`config.mk`:
```
export PLATFORM = sky130hd
export DESIGN_NAME = hdlc_rx_frame_stat
export DESIGN_NICKNAME = d
export VERILOG_FILES = /design/src/rtl/hdlc_rx_stat_pkg.sv /design/src/rtl/hdlc_rx_len_trk.sv /design/src/rtl/hdlc_rx_irq_coal.sv /design/src/rtl/hdlc_rx_frame_stat.sv
export SDC_FILE = /design/constraint.sdc
export NUM_CORES = 1
export LEC_CHECK = 0
export BUFFER_PORTS_ARGS = -buffer_cell sky130_fd_sc_hd__buf_2
export CORE_MARGIN = 3
export CORE_UTILIZATION = 56
export CTS_CLUSTER_DIAMETER = 80
export DETAILED_ROUTE_END_ITERATION = 12
export GPL_TIMING_DRIVEN = 1
export PLACE_DENSITY = 0.8
export SKIP_LAST_GASP = 1
export SLEW_MARGIN = 20
export SYNTH_ARGS = -nofsm -noshare
export SYNTH_HDL_FRONTEND = slang
export SYNTH_HIERARCHICAL = 1
export SYNTH_SLANG_ARGS = --single-unit
```
`constraint.sdc`:
```
create_clock -name clk -period 5.1 [get_ports clk]
set_input_delay 1.02 -clock clk [delete_from_list [all_inputs] [get_ports clk]]
set_output_delay 1.02 -clock clk [all_outputs]
set_load 0.02 [all_outputs]
```
`src/rtl/hdlc_rx_stat_pkg.sv`:
```
package hdlc_rx_stat_pkg;

    typedef enum logic {
        FRM_IDLE = 1'b0,
        FRM_OPEN = 1'b1
    } frm_state_e;

endpackage

```
`src/rtl/hdlc_rx_len_trk.sv`:
```
module hdlc_rx_len_trk
    import hdlc_rx_stat_pkg::*;
#(
    parameter int LEN_W = 16
) (
    input  logic             clk,
    input  logic             rst_n,
    input  logic             rx_byte,
    input  logic             frm_start,
    input  logic             frm_end,
    input  logic             crc_good,
    input  logic [LEN_W-1:0] max_len,
    output logic             frame_done,
    output logic             st_valid,
    output logic [LEN_W-1:0] st_len,
    output logic             st_too_long,
    output logic             st_crc_err
);

    localparam logic [LEN_W-1:0] LEN_SAT = {LEN_W{1'b1}};

    typedef struct packed {
        frm_state_e       state;
        logic [LEN_W-1:0] cnt;
        logic             over;
        logic             out_vld;
        logic [LEN_W-1:0] out_len;
        logic             out_over;
        logic             out_crc_err;
    } trk_t;

    trk_t trk_d, trk_q;
    logic closing;

    always_comb begin
        trk_d = trk_q;
        trk_d.out_vld = 1'b0;
        closing = frm_end && (trk_q.state == FRM_OPEN);

        if (closing) begin
            trk_d.out_vld     = 1'b1;
            trk_d.out_len     = trk_q.cnt;
            trk_d.out_over    = trk_q.over;
            trk_d.out_crc_err = !crc_good;
            trk_d.state       = FRM_IDLE;
        end

        if (frm_start) begin
            trk_d.state = FRM_OPEN;
            trk_d.cnt   = '0;
            trk_d.over  = 1'b0;
        end else if (!frm_end && rx_byte && trk_q.state == FRM_OPEN) begin
            if (trk_q.cnt >= max_len) begin
                trk_d.over = 1'b1;
            end
            if (trk_q.cnt != LEN_SAT) begin
                trk_d.cnt = trk_q.cnt + 1'b1;
            end
        end
    end

    always_ff @(posedge clk) begin
        if (!rst_n) begin
            trk_q <= '0;
        end else begin
            trk_q <= trk_d;
        end
    end

    assign frame_done  = closing;
    assign st_valid    = trk_q.out_vld;
    assign st_len      = trk_q.out_len;
    assign st_too_long = trk_q.out_over;
    assign st_crc_err  = trk_q.out_crc_err;

endmodule

```
`src/rtl/hdlc_rx_irq_coal.sv`:
```
module hdlc_rx_irq_coal #(
    parameter int CNT_W = 8
) (
    input  logic             clk,
    input  logic             rst_n,
    input  logic             frame_done,
    input  logic [CNT_W-1:0] irq_thresh,
    input  logic             tmo_pulse,
    output logic             irq
);

    typedef struct packed {
        logic [CNT_W-1:0] pend;
        logic             irq;
    } coal_t;

    coal_t coal_d, coal_q;
    logic [CNT_W:0] pend_next;
    logic           fire;

    always_comb begin
        coal_d     = coal_q;
        coal_d.irq = 1'b0;
        pend_next  = {1'b0, coal_q.pend} + {{CNT_W{1'b0}}, frame_done};
        fire       = (frame_done && (pend_next >= {1'b0, irq_thresh}))
                   || (tmo_pulse && (pend_next != '0));
        if (fire) begin
            coal_d.irq  = 1'b1;
            coal_d.pend = '0;
        end else begin
            coal_d.pend = pend_next[CNT_W-1:0];
        end
    end

    always_ff @(posedge clk) begin
        if (!rst_n) begin
            coal_q <= '0;
        end else begin
            coal_q <= coal_d;
        end
    end

    assign irq = coal_q.irq;

endmodule

```
`src/rtl/hdlc_rx_frame_stat.sv`:
```
module hdlc_rx_frame_stat #(
    parameter int LEN_W = 16,
    parameter int CNT_W = 8
) (
    input  logic             clk,
    input  logic             rst_n,
    input  logic             rx_byte,
    input  logic             frm_start,
    input  logic             frm_end,
    input  logic             crc_good,
    input  logic [LEN_W-1:0] max_len,
    input  logic [CNT_W-1:0] irq_thresh,
    input  logic             tmo_pulse,
    output logic             st_valid,
    output logic [LEN_W-1:0] st_len,
    output logic             st_last,
    output logic             st_too_long,
    output logic             st_crc_err,
    output logic             irq
);

    logic frame_done;

    hdlc_rx_len_trk #(.LEN_W(LEN_W)) u_len (
        .clk         (clk),
        .rst_n       (rst_n),
        .rx_byte     (rx_byte),
        .frm_start   (frm_start),
        .frm_end     (frm_end),
        .crc_good    (crc_good),
        .max_len     (max_len),
        .frame_done  (frame_done),
        .st_valid    (st_valid),
        .st_len      (st_len),
        .st_too_long (st_too_long),
        .st_crc_err  (st_crc_err)
    );

    hdlc_rx_irq_coal #(.CNT_W(CNT_W)) u_coal (
        .clk        (clk),
        .rst_n      (rst_n),
        .frame_done (frame_done),
        .irq_thresh (irq_thresh),
        .tmo_pulse  (tmo_pulse),
        .irq        (irq)
    );

    // every status word closes a whole frame
    assign st_last = st_valid;

endmodule

```
### Word level (Yosys, flattened, before mapping)

Index checks and enable logic that the tools add are counted.

| word-level totals | value |
|---|---|
| output and inout port bits | 21 |
| bits in registers | 46 |
| bits of input ports | 31 |

| cells by class | value |
|---|---|
| reductions and logical operators | 14 |
| equal/unequal tests | 1 |
| bitwise gates (word level) | 1 |
| order comparisons | 2 |
| mux-type cells | 4 |
| $add $sub $neg | 2 |

Operators by type and width:

| kind | count |
|---|---|
| $mux W19 | 1 |
| $add A16 B1 Y16 const B | 1 |
| $ge A16 B16 Y1 | 1 |
| $ne A16 B16 Y1 const B | 1 |
| $add A8 B1 Y9 | 1 |
| $ge A9 B8 Y1 | 1 |
| $reduce_bool A9 Y1 | 1 |
| $logic_and A1 B1 Y1 | 5 |
| $reduce_and A2 Y1 | 2 |
| $reduce_or A2 Y1 | 2 |
| $mux W1 | 3 |
| $logic_not A1 Y1 | 2 |
| $reduce_bool A2 Y1 | 1 |
| $logic_or A1 B1 Y1 | 1 |
| $not A1 Y1 | 1 |

### Longest topological paths before layout

| logic depth | value |
|---|---|
| word-level depth | 6 |
| mapped depth | 14 |
| gate-level depth less buffers | 13 |

### Modules after synthesis

Netlist, hierarchy kept.

By module, submodules not included:

| module | instances | area an instance (um2) | sequential area each (um2) | cells each |
|---|---|---|---|---|
| hdlc_rx_len_trk | 1 | 2134.5 | 740.7 | 258 |
| hdlc_rx_irq_coal | 1 | 704.4 | 180.2 | 82 |
| hdlc_rx_frame_stat | 1 | 7.5 | 0.0 | 1 |

### Least setup slack after synthesis

OpenSTA, ideal clock, no wires.

| timing path | value |
|---|---|
| kind | input-to-reg |
| start | in frm_end |
| end | reg u_coal/coal_q[2] in the netlist's numbering |
| required time | 5.027 ns |
| stages | 14 |
| data arrival time | 3.807 ns |
| slack | 1.221 ns |
| cell sequence | nand2_1 inv_1 clkbuf_1 ha_1 ha_1 nand4_1 nor2_1 xor2_1 ha_1 a21oi_1 o22ai_1 or3_1 o31a_1 nor3b_2 |

| on the way | value |
|---|---|
| cells in the longest elaborated chain, start to end | 6 |
| elaborated cells on any way between the ends | 8 |

RTL lines:

| element | RTL line | source |
|---|---|---|
| start: declaration | hdlc_rx_frame_stat.sv:9 | `input logic frm_end,` |
| $logic_and A1 B1 Y1 * | hdlc_rx_len_trk.sv:38 | `closing = frm_end && (trk_q.state == FRM_OPEN);` |
| net frame_done | hdlc_rx_frame_stat.sv:22 | `logic frame_done;` |
| $add A8 B1 Y9 * | hdlc_rx_irq_coal.sv:24 | `pend_next = {1'b0, coal_q.pend} + {{CNT_W{1'b0}}, frame_done};` |
| net u_coal.pend_next[6] | hdlc_rx_irq_coal.sv:18 | `logic [CNT_W:0] pend_next;` |
| $ge A9 B8 Y1 / $reduce_bool A9 Y1 (equally long branches) | hdlc_rx_irq_coal.sv:25, hdlc_rx_irq_coal.sv:26 |  |
| $logic_and A1 B1 Y1 (on tied branches) | hdlc_rx_irq_coal.sv:25, hdlc_rx_irq_coal.sv:26 |  |
| $logic_or A1 B1 Y1 * | hdlc_rx_irq_coal.sv:26 | `\|\| (tmo_pulse && (pend_next != '0));` |
| $reduce_or A2 Y1 (no line) * | -- |  |
| end signal: assignment | hdlc_rx_irq_coal.sv:39 | `coal_q <= coal_d;` |
| end: declaration | hdlc_rx_irq_coal.sv:17 | `coal_t coal_d, coal_q;` |

Mark *: on every way through the listed nets, which the timed path passes. The rest lies on a longest branch.
A chain may end at the register's enable or synchronous reset.

### Worst setup path after layout

Same ends and word-level chain as after synthesis.

==> implementation parameters <==
Parameter                              Value

Routing
  Detailed Route Iter0 Violations    approximately 100
  Routed vias    2500
  Detailed-route wire length    6.15 mm
  Number of design rule violations left after detail routing    0
  Detailed-route wire length per cell    approximately 14 µm
  Number of vias per cell    approximately 5.6
  Antenna Nets Post-Route    0
  First-pass iteration count of the detailed router    4

Synthesis
  Yosys warning count    6
  Register bit total from synthesis    46
  Post-synth EDFFs    0
  Post-synthesis cell type count    54
  Synth cell count leaders    dfxtp_1, nand2_1, inv_1
  Post-Syn Area    between 2000 and 3000 µm²
  Portion of synthesized cell area occupied by the leading cell type    32.4%
  Portion of the post-synthesis area used by sequential elements    approximately 32%
  Primary FF master, synth    dfxtp_1
  Synth area leaders    dfxtp_1, ha_1, nand2_1
  Cells after synthesis    341
  Most common cell in the synthesized netlist    dfxtp_1
  Avg Inst Size Synth    ~8.3 µm²
  Share of flip-flops with an asynchronous set or reset after synthesis    0%
  Cell accounting for the most synthesized area    dfxtp_1
  Synthesized net count    between 300 and 400

Clock tree
  Post-CTS Hold Buffers    0
  Clock sink count    46
  Worst-skew pair later-pin latency    between 200 and 300 ps
  Total setup buffers inserted after CTS    0
  Number of gates resized after cts    0
  Total number of H-tree levels    2
  Master cell of the clock root buffer    clkbuf_8
  TritonCTS clock tree    yes
  Number of clock buffers inserted by TritonCTS    5
  Number of buffers on the longest clock path    2
  Clock slew at reported path FFs    ~80 ps

Worst setup path
  Crit path capture    u_coal/coal_q[2]
  Crit path launch    frm_end
  Flop-to-flop setup slack    1770 ps
  Critical path arrival    4020 ps
  End of the worst register-to-register path    u_coal/coal_q[2]
  Cells on worst reg2reg path    14
  Crit path capture type    register
  Worst r2r src    u_len/trk_q[36]
  Max FO, Critical Path    22
  CP startpoint kind    input pin
  Type of the worst setup path    in2reg
  Endpoint required time on the critical path    around 5300 ps

Final layout
  Cell Count, Final, Fillers Out    roughly 440
  Post-layout net count    between 400 and 500
  Synth-to-layout area growth    9.32%
  Layout cells sized above 1    between 10% and 20%
  Antenna diode count    0

Die
  Io pins    52
  Starting Density    59.1%
  Cell row count    25
  Die boundary width    between 70 and 80 µm
  Vertical die dimension    roughly 77 µm
  Die ar.    between 5000 and 6000 µm²
  CORE AREA    4820 µm²

Pwr
  Leakage    0.00142 µW
  Logic pwr share    a little over a tenth
  Net Switching    153 µW
  Portion of total power attributed to sequential cells    between 50 and 60%
  Clock group share of total power    a little under a third
  Fraction of power spent switching nets    about a quarter
  Total power draw    638 µW
  Power Internal    about 480 µW
  Peak supply drop    slightly below 0.1 mV
  Total power divided by cell area    205 nW/µm²

Timing
  Setup Viol. Count Final    0
  Final hold viol count    0
  Post-Route Hold Slack    461 ps
  PnR worst setup slack    around 1300 ps
  RSZ-0062 raised after global routing    false
  Worst-Margin Slew    slightly below 600 ps
  Fmax    ~260 MHz
  Max transition margin    approximately three fifths
  Setup TNS    0 ps
  Post-route minimum period    3800 ps
  Worst Clk Skew    about 5.3 ps
  Max-slew violation total from the final report    0
  Fin crit share    approximately 74%

GRT
  Initial antenna violation count    0
  Global-route total usage across every layer    a little over a fifth
  Maximum number of pins on one net before global-route repair    28
  First-pass GRT wire length    between 10 and 15 mm
  Overflow left after global routing    0
  Vias in the first global route    ~2400

Placement
  Routability-driven placement congestion ratio    about 0.98
  HPWL after DPL    roughly 4.8 mm
  Placed Cells incl. Taps    around 440
  Count of port buffers added during placement    51
  Setup slack after placement    around 1100 ps

Worst hold path
  Beginning of the worst hold path    u_len/st_len[12]
  Hold Path Cell Cnt    2
  Type of the worst min-delay path    reg2reg

Job
  Reported max-cap violation count    0

Run status
  Status    complete, no violations
-- worst max-delay path: stages --
cell and delay [ps]:
buf_2 110, nand2_1 70, inv_1 50, buf_4 220, ha_1 220, ha_1 240
nand4_1 200, nor2_1 160, xor2_1 230, ha_1 280, a21oi_1 170, o22ai_1 90
or3_1 380, o31a_1 390, nor3b_2 170
-- cells in the final DEF (no fill, tap or decap), drive strengths merged, types with 3 or more instances in the layout --
| cell type | instances |
|---|---|
| buf | 54 |
| dfxtp | 46 |
| nand2 | 44 |
| inv | 33 |
| ha | 27 |
| a21oi | 19 |
| a21boi | 18 |
| nor2 | 13 |
| nand3 | 12 |
| nand4 | 9 |
| nor3 | 8 |
| o21ai | 7 |
| and3 | 7 |
| nand2b | 6 |
| clkbuf | 5 |
| or4 | 5 |
| or3 | 5 |
| a211oi | 4 |
| and4 | 4 |
| o31ai | 4 |
| xor2 | 3 |
| xnor2 | 3 |
| a31oi | 3 |
| and2 | 3 |
| o311ai | 3 |
-- flip-flops by register name, summed over array words and instances (netlist names) --
signal / flops
u_len/st_crc_err: 1
u_len/st_too_long: 1
u_coal/coal_q: 8
u_len/trk_q: 18
u_len/st_valid: 1
u_coal/irq: 1
u_len/st_len: 16
-- worst min path at each step --
stage / to
floorplan: u_len/st_len[0]
global placement: u_len/st_len[3]
detailed placement: u_len/st_too_long
CTS: u_len/st_len[12]
global route: u_len/st_len[10]
finish: u_len/st_len[12]
-- layout make-up --
class                           count  area (µm²)
Tap cell                           67        83.8
Sequential cell                    46         921
Clock buffer                        5        68.8
Inverter                           33         124
Clock inverter                      2        10.0
Multi-Input combinational cell    236        1630
Fill cell                         454        1710
Timing Repair Buffer               54         278
-- metrics by stage --
step | area [µm²] | util, %
3_3_place_gp | 3030 | 63.0
5_1_grt | 3110 | 64.6
3_5_place_dp | 3030 | 63.0
6_report | 3110 | 64.6
2_1_floorplan | 2850 | -
4_1_cts | 3110 | 64.6
-- power by group through the flow --
stage | Combinational, µW | Sequential, µW | Clock (µW)
2_1_floorplan | 43.2 | 375 | 0
3_3_place_gp | 66.4 | 374 | 0
3_5_place_dp | 69.8 | 374 | 0
4_1_cts | 69.8 | 365 | 211
5_1_grt | 80.2 | 366 | 222
6_report | 69.1 | 365 | 204
-- cell families after synthesis --
family | synth area share (%)
XOR/XNOR | 1.85
multiplexers | 0.703
AND/OR/NAND/NOR | 24.7
flip-flops | 32.4
AO/OA/AOI/OAI | 18.0
adder cells (fa/ha/maj) | 11.9
buffers and inverters | 10.5
-- metal layers --
metal  track usage (%)  part of all wire (%)  vias up
li1                  -                     -     1262
met1              28.3                    47     1139
met2              34.2                    45       86
met3              3.64                   6.5       13
met4              5.87                   1.5        0
met5                 0                     0        -
Power figures use the tool's default switching activity.
